===== config.mk =====
export PLATFORM = sky130hd
export DESIGN_NAME = sgs_sequencer
export DESIGN_NICKNAME = d
export VERILOG_FILES = /design/src/rtl/sgs_pkg.sv /design/src/rtl/sgs_token.sv /design/src/rtl/sgs_pattern.sv /design/src/rtl/sgs_sequencer.sv
export SDC_FILE = /design/constraint.sdc
export NUM_CORES = 1
export LEC_CHECK = 0
export ABC_AREA = 0
export BUFFER_PORTS_ARGS = -buffer_cell sky130_fd_sc_hd__buf_2
export CAP_MARGIN = 20
export CORE_UTILIZATION = 34
export DETAILED_ROUTE_END_ITERATION = 12
export GPL_TIMING_DRIVEN = 0
export SLEW_MARGIN = 10
export SYNTH_ARGS = -nofsm -noshare
export SYNTH_HDL_FRONTEND = slang
export SYNTH_SLANG_ARGS = --single-unit

===== constraint.sdc =====
create_clock -name clk -period 1.8 [get_ports clk]
set_clock_uncertainty 0.15 [all_clocks]
set_input_delay 0.27 -clock clk [delete_from_list [all_inputs] [get_ports clk]]
set_output_delay 0.27 -clock clk [all_outputs]
set_load 0.05 [all_outputs]

===== src/rtl/sgs_pkg.sv =====
// Shared helpers for the sensor grid sequencer: dimension arithmetic used
// by every module so that widths are derived in one place.
package sgs_pkg;

    // Larger of the two grid dimensions: the token span.
    function automatic int span_of(input int rows, input int cols);
        return (rows > cols) ? rows : cols;
    endfunction

    // Index width for a count, at least one bit.
    function automatic int idx_w(input int count);
        return (count > 1) ? $clog2(count) : 1;
    endfunction

endpackage


===== src/rtl/sgs_token.sv =====
// One-hot token ring of SPAN positions with its binary step index.
// Assumes SPAN >= 1; the token rests at position 0 after reset and
// rotates by one position on every cycle that adv is high.
module sgs_token #(
    parameter int SPAN = 4,
    localparam int IW  = sgs_pkg::idx_w(SPAN)
) (
    input  logic            clk,
    input  logic            rst_n,
    input  logic            adv,
    output logic [SPAN-1:0] tok,
    output logic [IW-1:0]   step,
    output logic            wrap
);

    // Rotate the token one position per advance.
    always_ff @(posedge clk) begin
        if (!rst_n) begin
            tok <= SPAN'(1);
        end else if (adv) begin
            if (SPAN == 1) tok <= tok;
            else           tok <= {tok[SPAN-2:0], tok[SPAN-1]};
        end
    end

    // Encode the token position as a binary step index.
    always_comb begin
        step = '0;
        for (int i = 0; i < SPAN; i++) begin
            if (tok[i]) step = step | IW'(i);
        end
    end

    // Mark the last position of a pass.
    assign wrap = tok[SPAN-1];

endmodule


===== src/rtl/sgs_pattern.sv =====
// Drive-level and multiplexer-select state. The level inverts at each pass
// end; the select word steps after the level-1 pass, wrapping naturally.
// Assumes pass_end is only meaningful together with adv.
module sgs_pattern #(
    parameter int SELW = 2
) (
    input  logic            clk,
    input  logic            rst_n,
    input  logic            adv,
    input  logic            pass_end,
    output logic            level,
    output logic [SELW-1:0] sel,
    output logic            last_pat
);

    // Advance level and select word at the end of each pass.
    always_ff @(posedge clk) begin
        if (!rst_n) begin
            level <= 1'b0;
            sel   <= '0;
        end else if (adv && pass_end) begin
            level <= ~level;
            if (level) sel <= sel + SELW'(1);
        end
    end

    // Final pattern of a sweep: level 1 with the all-ones select word.
    assign last_pat = level & (&sel);

endmodule


===== src/rtl/sgs_sequencer.sv =====
// Launch sequencer for a ROWS x COLS inverter-chain sensing grid.
// Each cycle with run high registers one launch (row enable, column enable,
// level, select words, tag) from the current state and advances the state.
// Assumes COLS >= 2 so that at least one multiplexer exists per row.
module sgs_sequencer #(
    parameter int ROWS = 4,
    parameter int COLS = 3,
    localparam int SPAN = sgs_pkg::span_of(ROWS, COLS),
    localparam int IW   = sgs_pkg::idx_w(SPAN),
    localparam int SELW = COLS - 1,
    localparam int TW   = SELW + 2*IW + 1
) (
    input  logic                 clk,
    input  logic                 rst_n,
    input  logic                 run,
    output logic [ROWS-1:0]      row_en,
    output logic [COLS-1:0]      col_en,
    output logic                 drive_level,
    output logic [ROWS*SELW-1:0] mux_sel,
    output logic [TW-1:0]        path_tag,
    output logic                 sweep_done
);

    logic [SPAN-1:0]      tok;
    logic [IW-1:0]        step;
    logic                 wrap;
    logic                 level;
    logic [SELW-1:0]      sel;
    logic                 last_pat;
    logic [ROWS*SELW-1:0] sel_rep;

    sgs_token #(.SPAN(SPAN)) u_token (
        .clk   (clk),
        .rst_n (rst_n),
        .adv   (run),
        .tok   (tok),
        .step  (step),
        .wrap  (wrap)
    );

    sgs_pattern #(.SELW(SELW)) u_pattern (
        .clk      (clk),
        .rst_n    (rst_n),
        .adv      (run),
        .pass_end (wrap),
        .level    (level),
        .sel      (sel),
        .last_pat (last_pat)
    );

    // Replicate the select word across every row's multiplexer group.
    for (genvar r = 0; r < ROWS; r++) begin : g_row_sel
        assign sel_rep[r*SELW +: SELW] = sel;
    end

    // Launch enables: held low when idle, otherwise the token slice.
    always_ff @(posedge clk) begin
        if (!rst_n || !run) begin
            row_en     <= '0;
            col_en     <= '0;
            sweep_done <= 1'b0;
        end else begin
            row_en     <= tok[ROWS-1:0];
            col_en     <= tok[COLS-1:0];
            sweep_done <= wrap & last_pat;
        end
    end

    // Level, select words and tag: updated per launch, held while idle.
    always_ff @(posedge clk) begin
        if (!rst_n) begin
            drive_level <= 1'b0;
            mux_sel     <= '0;
            path_tag    <= '0;
        end else if (run) begin
            drive_level <= level;
            mux_sel     <= sel_rep;
            path_tag    <= {sel, step, step, level};
        end
    end

endmodule


# Yosys cells after proc, flatten, opt, wreduce, memory -nomap -nowiden
# Index checks and enable logic that the tools add are counted.
dict set report totals {
  reg_bits 31
  out_inout_bits 24
  wordCells 22
}
dict set report classes {
  add_sub_neg 1
  mux 3
  bitwise_logic 3
  reduce_logical 6
}
# operator n
set op_table {}
lappend op_table {{$mux 2} 2}
lappend op_table {{$reduce_and 2->1} 2}
lappend op_table {{$add 2x1->2 const B} 1}
lappend op_table {{$and 1x1->1} 2}
lappend op_table {{$logic_not 1->1} 2}
lappend op_table {{$logic_and 1x1->1} 1}
lappend op_table {{$logic_or 1x1->1} 1}
lappend op_table {{$mux 1} 1}
lappend op_table {{$not 1->1} 1}

# Depth between registers and ports, before layout
dict set report logic_depth {
  depth_word 3
  depth_mapped 4
}

# Hierarchy
# From an unflattened synthesis, not the netlist that was laid out.
dict set report unflattened {
  hier_cells 71
  hier_area_um2 758.2
}
# mod n_inst cells_per_inst area_each_um2
set modules_own_cells {}
lappend modules_own_cells {sgs_sequencer 1 40 437.9}
lappend modules_own_cells {sgs_token 1 16 173.9}
lappend modules_own_cells {sgs_pattern 1 15 146.4}

# Worst setup path before layout
# No wires, ideal clock.
dict set report synth_timing {
  kind {reg2out}
  from {register mux_sel[6] (netlist name)}
  to {output mux_sel[2]}
  arrival_time_ps 972
  slack_ps 408
  path_stages_with_launch 2
  path_cell_list {dfxtp_1 -> buf_4}
}
# item line_no
set synth_rtl {}
lappend synth_rtl {{end, declared} sgs_sequencer.sv:19} ;# output logic [ROWS*SELW-1:0] mux_sel,

==> qor.yml <==
cts_setup_buffers: 0
wl_per_cell_microns: 8.638
cts_resized: 0
p_leak_nw: 0.5074
ys_types: 17
syn_area_per_cell_sq_um: 10.10
syn_nets: 75
stdcell_area_sq_um: 903.4
drt-total-wl_microns: 1097
cp-start-kind: "flop"
grt_pass1_wl_microns: 1580
cts_hold_buf: 0
rsz0062_at_grt: "false"
antenna_found_initial: 0
area_delta_synth_final_pct: 26.00
insertion_delay_ns: 0.28
final_cell_mix: "26 x buf_2, 17 x dfxtp_1, 14 x buf_4"
grt_overflow: 0
finalHoldViolCount: 0
grt_pass1_vias: 365
dieArea_sq_mm: 0.002296
critPathKind: "reg2out"
num-nets-final: 105
final.setup.tns_ns: 0
required_ns: 1.38
numPortBuffers: 25
io_pins: 27
clockBufferDepth: 2
die_y_microns: 47.92
drv_slew: 0
core_sq_mm: 0.001982
grt_start_max_net_pins: 11
fmax_mhz: 669.7
worst_pin_slew_ns: 0.2704
slew_headroom: 0.8195
yosysWarnings: 0
drcViolationCount: 0
crit_fanout: 6
finalCritPeriodShare: 0.8295
min_path_cells: 3
grt_usage: 0.1024
clockRootBuffer: "clkbuf_4"
gp_congestion: 0.6980
min_period_ns: 1.493
h-tree-depth: 1
final_common_cell: "buf_2"
cts.sinks: 17
reg2regPathDepth: 2
vdd_drop_max_mv: 0.3173
setup_viol: 0
cts_tree: "yes"
p_per_area_mw_per_mm2: 753.8
numCtsBuffers: 3
cp-end-kind: "output pin"
die_w_microns: 47.92
status: "complete, no violations"
n_fill_cell: 191
ant_nets: 0
cp.arrival_ns: 1.07
drive_gt1_frac: 0.4900
ys_seq_area_frac: 0.4747
vias: 519
antennaDiodeCount: 0
hp-class: "in2reg"
drtIter0Drc: 2
max_cap_viol_count: 0
finalPower_mw: 0.6810
rows: 16
firstDrtPassIters: 3
syn_area_sq_um: 716.9
postPlaceCellArea_sq_um: 875.8
place_hpwl_microns: 824
syn_inst: 71
clk_pin_slew_ns: 0.09
start_util: 0.3617
avgViaCountPerCell: 4.087
synth-seq-cells: 17
[cell type report]
cell class / count / area (sq um) / share of cell area
timing repair buffer: 25 / 125.1 / 0.1385
buffer: 17 / 132.6 / 0.1468
tap: 27 / 33.78 / 0.03740
clock buffer: 3 / 22.52 / 0.02493
sequential: 17 / 340.3 / 0.3767
clock inverter: 1 / 5.005 / 0.005540
inverter: 1 / 3.754 / 0.004155
multi-input combinational: 36 / 240.2 / 0.2659
[sequential cells by signal, indices dropped and copies added, names as in the netlist]
register and count:
row_en 4, u_token.tok 4, path_tag 3, mux_sel 2
u_pattern.sel 2, sweep_done 1, u_pattern.level 1
[metal layers]
metal	wire [microns]	up-vias	track usage
met5	0	-	0
met4	19	0	0.1000
met3	35	2	0.01132
met2	466	13	0.1270
met1	576	226	0.1464
li1	-	278	-
[logic make-up after synthesis]
family,Yosys count,synth area share
adder cells (fa/ha/maj),1,0.01745
multiplexers,9,0.1257
AND/OR/NAND/NOR,20,0.1431
flip-flops,17,0.4747
AO/OA/AOI/OAI,6,0.04886
buffers and inverters,18,0.1902
[power breakdown]
| part | leakage, nW | internal (mW) | switching, mW |
|---|---|---|---|
| Combinational | 0.351 | 0.0292 | 0.0600 |
| Clock | 0.0177 | 0.0824 | 0.114 |
| Sequential | 0.138 | 0.387 | 0.00818 |
[Yosys cell counts]
| library cell | n | area [sq um] |
|---|---|---|
| a21bo_2 | 1 | 10.01 |
| a21oi_1 | 3 | 15.01 |
| and3_1 | 4 | 25.02 |
| and3_2 | 1 | 7.510 |
| and3_4 | 1 | 11.26 |
| buf_2 | 1 | 5.000 |
| buf_4 | 14 | 105.1 |
| buf_6 | 2 | 22.52 |
| dfxtp_1 | 17 | 340.3 |
| ha_1 | 1 | 12.51 |
| inv_1 | 1 | 3.750 |
| mux2i_1 | 9 | 90.09 |
| nand2_1 | 4 | 15.01 |
| nand2b_1 | 1 | 6.260 |
| nand3b_1 | 1 | 7.510 |
| nor2_1 | 8 | 30.03 |
| o21ai_0 | 2 | 10.01 |
[through the flow]
stage | setup slack, ns | hold slack (ns) | std cells | utilization
after floorplan | 0.4083 | 0.2748 | 71 | -
after global placement | 0.6357 | 0.3202 | 123 | 0.4419
after detailed placement | 0.6025 | 0.3331 | 123 | 0.4419
after CTS | 0.2829 | 0.09851 | 127 | 0.4558
after global routing | 0.1959 | 0.1168 | 127 | 0.4558
final | 0.3069 | 0.1109 | 127 | 0.4558
[critical path: stages (launching register included)]
cell and delay (ns):
dfxtp_1 0.42, buf_4 0.13, buf_2 0.25
[path summary, 6_finish.rpt]
path	startpoint	slack (ns)	endpoint
min	rst_n	0.11	u_pattern.sel[0]$_SDFFE_PN0P_
max	mux_sel[6]$_SDFFE_PN0P_	0.31	mux_sel[4]
min reg2reg	u_pattern.sel[1]$_SDFFE_PN0P_	0.34	u_pattern.sel[1]$_SDFFE_PN0P_
max reg2reg	u_token.tok[3]$_SDFFE_PN0P_	0.67	u_pattern.sel[1]$_SDFFE_PN0P_
No activity file was read; power rests on OpenSTA's default activity.
